===== src/rtl/pxb_pkg.sv =====
package pxb_pkg;
    typedef enum logic [1:0] {
        ST_IDLE    = 2'd0,
        ST_CAPTURE = 2'd1,
        ST_DRAIN   = 2'd2
    } pxb_state_e;
endpackage


===== src/rtl/pxb_hit_qual.sv =====
// Turns a level hit into one "new crossing" event per crossing number.
module pxb_hit_qual #(
    parameter int STAMP_W = 14
) (
    input  logic               clk,
    input  logic               rst_n,
    input  logic               clear,
    input  logic               arm,
    input  logic               hit,
    input  logic [STAMP_W-1:0] bunch_num,
    output logic               take
);
    logic               seen_q;
    logic [STAMP_W-1:0] last_q;

    always_comb begin
        take = arm && hit && !(seen_q && (last_q == bunch_num));
    end

    always_ff @(posedge clk or negedge rst_n) begin
        if (!rst_n) begin
            seen_q <= 1'b0;
            last_q <= '0;
        end else if (clear) begin
            seen_q <= 1'b0;
            last_q <= '0;
        end else if (take) begin
            seen_q <= 1'b1;
            last_q <= bunch_num;
        end
    end
endmodule


===== src/rtl/pxb_slot_store.sv =====
// Few-deep stamp store: written in order, read in order, cleared as a whole.
module pxb_slot_store #(
    parameter int STAMP_W = 14,
    parameter int DEPTH   = 4
) (
    input  logic                       clk,
    input  logic                       rst_n,
    input  logic                       clear,
    input  logic                       take,
    input  logic [STAMP_W-1:0]         bunch_num,
    input  logic                       pop,
    output logic [STAMP_W-1:0]         head,
    output logic [$clog2(DEPTH+1)-1:0] count,
    output logic                       ovf,
    output logic                       empty,
    output logic                       last_entry
);
    localparam int CNT_W = $clog2(DEPTH+1);
    localparam int PTR_W = (DEPTH > 1) ? $clog2(DEPTH) : 1;

    logic [STAMP_W-1:0] slot_q [DEPTH];
    logic [PTR_W-1:0]   rd_ptr_q;
    logic               full;

    always_comb begin
        full       = (count == CNT_W'(DEPTH));
        empty      = (count == '0);
        head       = slot_q[rd_ptr_q];
        last_entry = !empty && ((CNT_W'(rd_ptr_q) + CNT_W'(1)) == count);
    end

    for (genvar g = 0; g < DEPTH; g++) begin : g_slot
        always_ff @(posedge clk or negedge rst_n) begin
            if (!rst_n) begin
                slot_q[g] <= '0;
            end else if (clear) begin
                slot_q[g] <= '0;
            end else if (take && (count == CNT_W'(g))) begin
                slot_q[g] <= bunch_num;
            end
        end
    end

    always_ff @(posedge clk or negedge rst_n) begin
        if (!rst_n) begin
            count    <= '0;
            ovf      <= 1'b0;
            rd_ptr_q <= '0;
        end else if (clear) begin
            count    <= '0;
            ovf      <= 1'b0;
            rd_ptr_q <= '0;
        end else begin
            if (take && !full) count <= count + CNT_W'(1);
            if (take && full)  ovf   <= 1'b1;
            if (pop)           rd_ptr_q <= rd_ptr_q + PTR_W'(1);
        end
    end
endmodule


===== src/rtl/pxb_ctrl.sv =====
// Train phase machine: IDLE -> CAPTURE -> DRAIN -> IDLE.
module pxb_ctrl
    import pxb_pkg::*;
(
    input  logic       clk,
    input  logic       rst_n,
    input  logic       train_start,
    input  logic       train_end,
    input  logic       pop_last,
    input  logic       empty,
    output pxb_state_e state
);
    pxb_state_e state_nx;

    always_comb begin
        state_nx = state;
        if (train_start) begin
            state_nx = ST_CAPTURE;
        end else begin
            unique case (state)
                ST_IDLE:    state_nx = ST_IDLE;
                ST_CAPTURE: if (train_end) state_nx = ST_DRAIN;
                ST_DRAIN:   if (pop_last || empty) state_nx = ST_IDLE;
                default:    state_nx = ST_IDLE;
            endcase
        end
    end

    always_ff @(posedge clk or negedge rst_n) begin
        if (!rst_n) state <= ST_IDLE;
        else        state <= state_nx;
    end
endmodule


===== src/rtl/pixel_tstamp_buf.sv =====
module pixel_tstamp_buf
    import pxb_pkg::*;
#(
    parameter int STAMP_W = 14,
    parameter int DEPTH   = 4
) (
    input  logic                       clk,
    input  logic                       rst_n,
    input  logic                       train_start,
    input  logic                       train_end,
    input  logic                       hit,
    input  logic [STAMP_W-1:0]         bunch_num,
    input  logic                       rd_ack,
    output logic                       rd_valid,
    output logic [STAMP_W-1:0]         rd_stamp,
    output logic [$clog2(DEPTH+1)-1:0] hit_count,
    output logic                       overflow
);
    localparam int CNT_W = $clog2(DEPTH+1);

    pxb_state_e         state;
    logic               arm, take, pop, pop_last, clear;
    logic               empty, last_entry, ovf;
    logic [STAMP_W-1:0] head;
    logic [CNT_W-1:0]   count;

    always_comb begin
        arm      = (state == ST_CAPTURE) && !train_start && !train_end;
        pop      = (state == ST_DRAIN) && rd_ack && !empty && !train_start;
        pop_last = pop && last_entry;
        clear    = train_start || pop_last;
    end

    pxb_hit_qual #(.STAMP_W(STAMP_W)) u_qual (
        .clk(clk), .rst_n(rst_n), .clear(clear), .arm(arm),
        .hit(hit), .bunch_num(bunch_num), .take(take)
    );

    pxb_slot_store #(.STAMP_W(STAMP_W), .DEPTH(DEPTH)) u_store (
        .clk(clk), .rst_n(rst_n), .clear(clear), .take(take),
        .bunch_num(bunch_num), .pop(pop), .head(head), .count(count),
        .ovf(ovf), .empty(empty), .last_entry(last_entry)
    );

    pxb_ctrl u_ctrl (
        .clk(clk), .rst_n(rst_n), .train_start(train_start),
        .train_end(train_end), .pop_last(pop_last), .empty(empty),
        .state(state)
    );

    always_comb begin
        rd_valid  = (state == ST_DRAIN) && !empty;
        rd_stamp  = rd_valid ? head : '0;
        hit_count = count;
        overflow  = ovf;
    end
endmodule


===== config.mk =====
export PLATFORM = sky130hd
export DESIGN_NAME = pixel_tstamp_buf
export DESIGN_NICKNAME = d
export VERILOG_FILES = /design/src/rtl/pxb_pkg.sv /design/src/rtl/pxb_hit_qual.sv /design/src/rtl/pxb_slot_store.sv /design/src/rtl/pxb_ctrl.sv /design/src/rtl/pixel_tstamp_buf.sv
export SDC_FILE = /design/constraint.sdc
export NUM_CORES = 1
export LEC_CHECK = 0
export BUFFER_PORTS_ARGS = -buffer_cell sky130_fd_sc_hd__buf_2
export CAP_MARGIN = 20
export CORE_UTILIZATION = 44
export CTS_CLUSTER_DIAMETER = 200
export DETAILED_ROUTE_END_ITERATION = 7
export HOLD_SLACK_MARGIN = 0.02
export PLACE_DENSITY = 0.75
export RECOVER_POWER = 50
export SLEW_MARGIN = 40
export SYNTH_ARGS = -nofsm -noshare
export SYNTH_HDL_FRONTEND = slang
export SYNTH_HIERARCHICAL = 1
export SYNTH_SLANG_ARGS = --single-unit

===== constraint.sdc =====
create_clock -name clk -period 2 [get_ports clk]
set_input_delay 0.1 -clock clk [delete_from_list [all_inputs] [get_ports clk]]
set_output_delay 0.1 -clock clk [all_outputs]
set_load 0.05 [all_outputs]

=== Word-level counts from Yosys, hierarchy flattened ===
Index checks and enable logic that the tools add are counted.

* Reduce and logical (&&, ||, !) cells: 34
* Bitwise logic cells: 1
* Add/sub/neg operators: 3
* Mux-type cells: 26
* Equality and inequality tests: 10
* Magnitude comparators: 1

{| class="wikitable"
|+ Operators with widths
! kind !! number
|-
| two-way mux 14 bit || 13
|-
| binary-select mux 14 bit (select 2 bit) || 1
|-
| logical AND 1 bit || 17
|-
| nonzero test 2 bit || 8
|-
| equality test 14 bit || 1
|-
| two-way mux 2 bit || 5
|-
| equality test 3 x 2 -> 1 bit (second input constant) || 2
|-
| two-way mux 3 bit || 2
|-
| zero test 1 bit || 5
|-
| two-way mux 1 bit || 4
|-
| case mux 2 bit (2 select lines) || 1
|-
| adder 2 x 1 -> 3 bit (second input constant) || 1
|-
| adder 3 x 1 -> 3 bit (second input constant) || 1
|-
| equality test 3 x 1 -> 1 bit (second input constant) || 1
|-
| equality test 3 bit || 1
|-
| equality test 3 bit (second input constant) || 1
|-
| greater-or-equal comparator 3 bit (second input constant) || 1
|-
| zero test 3 bit || 1
|-
| inequality test 3 x 2 -> 1 bit (second input constant) || 1
|-
| inequality test 3 bit (second input constant) || 1
|-
| inverter 2 -> 3 bit || 1
|-
| adder 2 x 1 -> 2 bit (second input constant) || 1
|-
| equality test 2 x 1 -> 1 bit (second input constant) || 1
|-
| equality test 2 bit (second input constant) || 1
|-
| other kinds (2) || 3
|}

* Bits in registers: 79
* Logic and storage cells: 85
* Bits of input ports: 20
* Output and inout port bits: 19

=== Longest topological paths before layout ===
* Depth in word-level cells: 9
* Mapped depth: 11

=== By module ===
The synthesis kept the hierarchy.

{| class="wikitable"
|+ Modules (own cells, without submodules)
! module !! area an instance (um2) !! seq. area each (um2) !! cells an instance !! instances
|-
| pxb_slot_store || 3,037.9 || 1,551.5 || 305 || 1
|-
| pxb_hit_qual || 897.1 || 375.4 || 84 || 1
|-
| pixel_tstamp_buf || 157.7 || 0.0 || 22 || 1
|-
| pxb_ctrl || 86.3 || 50.0 || 7 || 1
|}

=== Least setup slack after synthesis ===
No wires, ideal clock.

* Path kind: register to register
* From: reg u_store.count[0]
* To: reg u_store/slot_q[42] in the netlist's numbering
* Slack: -0.495 ns
* Stages on the path, launching flop included: 11
* Arrival: 2.348 ns
* Setup time: 0.147 ns
* Path through: dfrtp_1 > inv_1 > ha_1 > nor3_1 > a21oi_1 > nor3_1 > inv_1 > o21bai_1 > buf_2 > clkbuf_1 > a21oi_1

* Elaborated cells between the ends (all ways): 11
* Classes of those cells: eq/ne (1); mux (1); reduce/logical (9)

{| class="wikitable"
|+ RTL lines
! what !! RTL line !! text
|-
| start: declaration || pxb_slot_store.sv:13 || <nowiki>output logic [$clog2(DEPTH+1)-1:0] count,</nowiki>
|-
| start signal: assignment || pxb_slot_store.sv:54 || <nowiki>if (take && !full) count <= count + CNT_W'(1);</nowiki>
|-
| zero test 3 bit || pxb_slot_store.sv:27 || <nowiki>empty = (count == '0);</nowiki>
|-
| zero test 1 bit || pxb_slot_store.sv:29 || <nowiki>last_entry = !empty && ((CNT_W'(rd_ptr_q) + CNT_W'(1)) == count);</nowiki>
|-
| logical AND 1 bit * || pxb_slot_store.sv:29 ||
|-
| net last_entry || pixel_tstamp_buf.sv:23 || <nowiki>logic empty, last_entry, ovf;</nowiki>
|-
| logical AND 1 bit * || pixel_tstamp_buf.sv:30 || <nowiki>pop_last = pop && last_entry;</nowiki>
|-
| logical OR 1 bit * || pixel_tstamp_buf.sv:31 || <nowiki>clear = train_start || pop_last;</nowiki>
|-
| net clear || pixel_tstamp_buf.sv:22 || <nowiki>logic arm, take, pop, pop_last, clear;</nowiki>
|-
| two-way mux 14 bit / nonzero test 2 bit (equally long branches) || n/a ||
|-
| end signal: indexed assignment || pxb_slot_store.sv:39 || <nowiki>slot_q[g] <= bunch_num;</nowiki>
|-
| end: declaration || pxb_slot_store.sv:21 || <nowiki>logic [STAMP_W-1:0] slot_q [DEPTH];</nowiki>
|}

Mark *: on every way through the listed nets, which the timed path passes. The rest lies on a longest branch.
A chain may end at the register's enable or synchronous reset.

=== Final worst setup path ===
* From: reg u_store.rd_ptr_q[0]
* To: reg u_qual.last_q[10]

* Longest elaborated chain between the ends: 6
* Elaborated cells between the ends (all ways): 7
* Classes of those cells: add/sub (1); eq/ne (1); mux (1); reduce/logical (4)

{| class="wikitable"
|+ RTL lines
! what !! RTL line !! text
|-
| start: declaration || pxb_slot_store.sv:22 || <nowiki>logic [PTR_W-1:0] rd_ptr_q;</nowiki>
|-
| start signal: assignment || pxb_slot_store.sv:56 || <nowiki>if (pop) rd_ptr_q <= rd_ptr_q + PTR_W'(1);</nowiki>
|-
| adder 2 x 1 -> 3 bit * || pxb_slot_store.sv:29 ||
|-
| equality test 3 bit * || pxb_slot_store.sv:29 ||
|-
| logical AND 1 bit * || pxb_slot_store.sv:29 ||
|-
| net last_entry || pixel_tstamp_buf.sv:23 ||
|-
| logical AND 1 bit * || pixel_tstamp_buf.sv:30 ||
|-
| logical OR 1 bit * || pixel_tstamp_buf.sv:31 ||
|-
| net clear || pixel_tstamp_buf.sv:22 ||
|-
| two-way mux 14 bit / nonzero test 2 bit (equally long branches) || n/a ||
|-
| end signal: assignment || pxb_hit_qual.sv:29 || <nowiki>last_q <= bunch_num;</nowiki>
|-
| end: declaration || pxb_hit_qual.sv:14 || <nowiki>logic [STAMP_W-1:0] last_q;</nowiki>
|}

Marks and branches as above.

==> load_flow_metrics.sql <==
INSERT INTO impl_metrics (metric_group, metric, value, unit) VALUES
('status', 'status', 'finished, final reports clean', ''),
('final_layout', 'num_antenna_cells', '0', ''),
('min_path', 'holdCritPathClass', 'in2reg', ''),
('critical_path', 'timing_worst_setup_path_type', 'reg2reg', ''),
('floorplanning', 'die-width', '99.46', 'µm'),
('final_layout', 'post_route_design_area', '0.005151', 'mm²'),
('final_layout', 'share_of_final_layout_standard_cells_stronger_than_drive_strength_1', '26.40', '%'),
('detailed_routing', 'drt_iter0_drc', '209', ''),
('synth', 'synth_cells', '418', ''),
('floorplanning', 'fp.coreArea', '0.009240', 'mm²'),
('final_layout', 'design.final.nets', '502', ''),
('grt', 'via_count_of_the_first_global_routing_pass', '3353', ''),
('floorplanning', 'initial_utilization', '45.23', '%'),
('detailed_routing', 'drt_pre_antenna_iters', '4', ''),
('power_and_ir_drop', 'design_power_total', '3.065', 'mW'),
('placed_design', 'dpl_cell_area', '0.004712', 'mm²'),
('sta', 'max_slew.worst_pin.slew', '1034', 'ps'),
('detailed_routing', 'drt_wl_cell', '17.48', 'µm'),
('detailed_routing', 'totalWireLength', '10660', 'µm'),
('sta', 'final.period_utilization', '97.23', '%'),
('clock_tree', 'htreeDepth', '3', ''),
('grt', 'grt_overflow_total', '0', ''),
('detailed_routing', 'drcViolationCount', '0', ''),
('power_and_ir_drop', 'p_clk_share', '36.6', '%'),
('clock_tree', 'worst_skew_pair.late_latency', '360', 'ps'),
('clock_tree', 'cts_root_buf', 'sky130_fd_sc_hd__clkbuf_8', ''),
('synth', 'post-synth-top-area-cell', 'sky130_fd_sc_hd__dfrtp_1', ''),
('floorplanning', 'floorplan.die_area', '0.009891', 'mm²'),
('placed_design', 'dp_worst_setup_slack', '73.12', 'ps'),
('synth', 'synth_top_area_share', '47.31', '%'),
('grt', 'gr-usage-all-layers', '22.04', '%'),
('synth', 'ys.warnings.count', '6', ''),
('grt', 'wire_length_of_the_first_global_routing_pass', '16790', 'µm'),
('sta', 'maxSlewViolCount', '0', ''),
('sta', 'setup_ws', '55.38', 'ps'),
('power_and_ir_drop', 'peakVddDrop', '331.5', 'µV'),
('critical_path', 'crit_arrival', '2160', 'ps'),
('placed_design', 'finalWeightedCongestion', '0.8265', ''),
('critical_path', 'critical_path.startpoint_type', 'flip-flop', ''),
('final_layout', 'area_growth_syn_to_layout', '23.26', '%'),
('synth', 'synth.area.top_cells', 'sky130_fd_sc_hd__dfrtp_1, sky130_fd_sc_hd__nand2_1, sky130_fd_sc_hd__mux4_2', ''),
('final_layout', 'final_cells', '610', ''),
('clock_tree', 'cts.sink_count', '79', ''),
('power_and_ir_drop', 'net-switching-power', '0.7902', 'mW'),
('sta', 'max_freq', '514.2', 'MHz'),
('final_layout', 'final_util', '55.75', '%'),
('grt', 'grt_antenna_before_repair', '0', ''),
('clock_tree', 'cts_tree', 'done', ''),
('synth', 'netlist-cell-type-count', '37', ''),
('placed_design', 'placement.io_buffers', '38', ''),
('floorplanning', 'fp-row-count', '35', ''),
('power_and_ir_drop', 'internal_power', '2.275', 'mW'),
('critical_path', 'critical_path.endpoint_type', 'flip-flop', ''),
('placed_design', 'place_hpwl', '6769', 'µm'),
('power_and_ir_drop', 'power_share_of_the_sequential_group', '53.1', '%'),
('sta', 'shortest_clock_period_the_worst_path_allows_after_layout', '1945', 'ps'),
('critical_path', 'path_max_fanout', '12', ''),
('detailed_routing', 'routed_via_density', '5.408', ''),
('sta', 'clock_skew', '11.33', 'ps'),
('sta', 'timing.max_slew.rel_slack', '31.05', '%'),
('synth', 'synthesis.area_per_instance', '9.998', 'µm²'),
('power_and_ir_drop', 'power.switching_fraction', '25.78', '%'),
('sta', 'rsz0062_at_grt', 'true', ''),
('clock_tree', 'cts-buffers-inserted', '9', ''),
('detailed_routing', 'final_antenna_net_count', '0', ''),
('clock_tree', 'max-clock-path-buffers', '2', ''),
('clock_tree', 'clk_pin_slew', '90', 'ps'),
('critical_path', 'worst-endpoint-required', '2220', 'ps'),
('grt', 'grt_max_degree', '49', ''),
('power_and_ir_drop', 'combinationalPowerShare', '10.3', '%'),
('placed_design', 'numPlacedInstances', '585', ''),
('job', 'cap_viol_max_count', '0', ''),
('synth', 'mappedNetlistArea', '0.004179', 'mm²'),
('synth', 'synth-seq-cells', '79', ''),
('sta', 'setup_violations', '0', ''),
('power_and_ir_drop', 'total_leakage_power', '2.136', 'nW'),
('synth', 'mappedNetlistNets', '444', ''),
('synth', 'synth_seq_area_share', '47.31', '%'),
('detailed_routing', 'vias', '3299', ''),
('floorplanning', 'die_height', '99.46', 'µm'),
('sta', 'timing_hold_violations_final', '0', ''),
('power_and_ir_drop', 'cellPowerDensity', '595.1', 'mW/mm²'),
('floorplanning', 'ios', '39', '');
==> state kept, by name, summed over array words and instances, names as in the netlist <==
name,count
u_ctrl/state,2
u_qual/last_q,14
u_store/slot_q,56
u_store/ovf,1
u_qual/seen_q,1
u_store/rd_ptr_q,2
u_store/count,3
==> cell families after synthesis <==
group | count (synthesis) | synth area share (%)
AOI/OAI and AO/OA | 64 | 8.802
xor gates and xnor gates | 18 | 3.772
adders and majority gates | 6 | 1.796
buffers and inverters | 33 | 4.970
DFF | 79 | 47.31
muxes | 30 | 11.38
and+or+nand+nor | 188 | 21.98
==> Yosys cell counts <==
| library cell | count |
|---|---|
| sky130_fd_sc_hd__a21boi_2 | 1 |
| sky130_fd_sc_hd__a21oi_1 | 50 |
| sky130_fd_sc_hd__a21oi_2 | 10 |
| sky130_fd_sc_hd__a31oi_1 | 1 |
| sky130_fd_sc_hd__and2_1 | 15 |
| sky130_fd_sc_hd__and3b_1 | 3 |
| sky130_fd_sc_hd__buf_2 | 7 |
| sky130_fd_sc_hd__buf_4 | 5 |
| sky130_fd_sc_hd__buf_6 | 6 |
| sky130_fd_sc_hd__buf_8 | 1 |
| sky130_fd_sc_hd__clkbuf_1 | 9 |
| sky130_fd_sc_hd__dfrtp_1 | 79 |
| sky130_fd_sc_hd__ha_1 | 6 |
| sky130_fd_sc_hd__inv_1 | 5 |
| sky130_fd_sc_hd__mux2i_1 | 16 |
| sky130_fd_sc_hd__mux4_2 | 14 |
| sky130_fd_sc_hd__nand2_1 | 114 |
| sky130_fd_sc_hd__nand2b_1 | 24 |
| sky130_fd_sc_hd__nand3_1 | 1 |
| sky130_fd_sc_hd__nand3b_1 | 4 |
| sky130_fd_sc_hd__nand4_1 | 3 |
| sky130_fd_sc_hd__nand4bb_1 | 1 |
| sky130_fd_sc_hd__nor2_1 | 7 |
| sky130_fd_sc_hd__nor2_2 | 1 |
| sky130_fd_sc_hd__nor2b_1 | 1 |
| sky130_fd_sc_hd__nor3_1 | 3 |
| sky130_fd_sc_hd__nor3b_1 | 1 |
| sky130_fd_sc_hd__nor3b_4 | 1 |
| sky130_fd_sc_hd__nor4_2 | 1 |
| sky130_fd_sc_hd__nor4b_1 | 1 |
| sky130_fd_sc_hd__o21ai_0 | 1 |
| sky130_fd_sc_hd__o21bai_1 | 1 |
| sky130_fd_sc_hd__or2_2 | 1 |
| sky130_fd_sc_hd__or2b_1 | 5 |
| sky130_fd_sc_hd__or4b_1 | 1 |
| sky130_fd_sc_hd__xnor2_1 | 17 |
| sky130_fd_sc_hd__xor2_1 | 1 |
==> final cells by class <==
class                   instances  area (µm²)
fillers                       794        4089
multi-input cells             306        2063
flip-flops and latches         79        1981
repair buffers                 75       743.2
well taps                     129       161.4
clock buffers                  12       155.1
clock inverters                 4       28.78
inverters                       5       18.77
==> worst max-delay path, stage by stage, from the launching register on <==
cell and delay, ps:
sky130_fd_sc_hd__dfrtp_2 450, sky130_fd_sc_hd__ha_4 250, sky130_fd_sc_hd__xor2_1 150, sky130_fd_sc_hd__nor3_1 190, sky130_fd_sc_hd__inv_1 110, sky130_fd_sc_hd__o21bai_4 170
sky130_fd_sc_hd__buf_12 150, sky130_fd_sc_hd__clkbuf_16 150, sky130_fd_sc_hd__nand2b_1 100, sky130_fd_sc_hd__mux2i_1 90
==> placed cells by master, fill, tap and decap left out, types with 4 or more instances in the layout <==
| cell type | count |
|---|---|
| sky130_fd_sc_hd__a21oi_1 | 50 |
| sky130_fd_sc_hd__a21oi_2 | 10 |
| sky130_fd_sc_hd__and2_1 | 15 |
| sky130_fd_sc_hd__buf_12 | 11 |
| sky130_fd_sc_hd__buf_2 | 23 |
| sky130_fd_sc_hd__buf_4 | 21 |
| sky130_fd_sc_hd__buf_6 | 13 |
| sky130_fd_sc_hd__clkbuf_8 | 11 |
| sky130_fd_sc_hd__dfrtp_1 | 76 |
| sky130_fd_sc_hd__ha_1 | 4 |
| sky130_fd_sc_hd__mux2i_1 | 16 |
| sky130_fd_sc_hd__mux4_2 | 14 |
| sky130_fd_sc_hd__nand2_1 | 114 |
| sky130_fd_sc_hd__nand2b_1 | 24 |
| sky130_fd_sc_hd__nand3b_1 | 4 |
| sky130_fd_sc_hd__nor2_1 | 7 |
| sky130_fd_sc_hd__or2b_1 | 5 |
| sky130_fd_sc_hd__xnor2_1 | 17 |
==> power groups by stage <==
stage / logic, mW / clock network, mW / registers, mW
3_5_place_dp: 0.279 / 0 / 1.66
3_3_place_gp: 0.273 / 0 / 1.66
5_1_grt: 0.340 / 1.20 / 1.63
2_1_floorplan: 0.135 / 0 / 1.66
4_1_cts: 0.284 / 1.13 / 1.63
6_report: 0.314 / 1.12 / 1.63
==> final timing paths <==
check | from | to | slack, ps | cells after the start
setup reg to reg | u_store/rd_ptr_q[0] | u_qual/last_q[10] | 60 | 9
hold / removal | hit | u_qual/seen_q | 30 | 3
max in group asynchronous | rst_n | u_store/slot_q[1] | 530 | 3
min in group asynchronous | rst_n | u_store/slot_q[49] | 450 | 2
setup / recovery | u_store/rd_ptr_q[0] | u_qual/last_q[10] | 60 | 9
hold reg to reg | u_store/ovf | u_store/ovf | 510 | 2
==> per-layer routing <==
metal / vias up / share of wire (%) / routed length (µm) / track usage (%)
met5: - / 0 / 0 / 0
met2: 98 / 52 / 5564 / 37.50
met4: 0 / 1.5 / 161 / 8.710
met1: 1673 / 42 / 4483 / 28.29
met3: 16 / 4.2 / 453 / 3.514
li1: 1512 / - / - / -
==> timing repair <==
item / in CTS / in global routing
endpoints found under the setup margin: 14 / 73
hold buffers: 2 / 0
hold endpoints to repair: 38 / 0
cloned: 0 / 4
resized for setup: 17 / 16
buffers inserted: 0 / 3
pin swaps: 0 / 1
==> through the flow <==
step | TNS, ps | hold WS, ps
3_5_place_dp | 0 | 116.3
2_1_floorplan | -53.33 | -195.6
3_3_place_gp | 0 | 106.5
4_1_cts | 0 | 24.22
5_1_grt | -64.91 | 50.84
6_report | 0 | 29.83
Power figures use the tool's default switching activity.
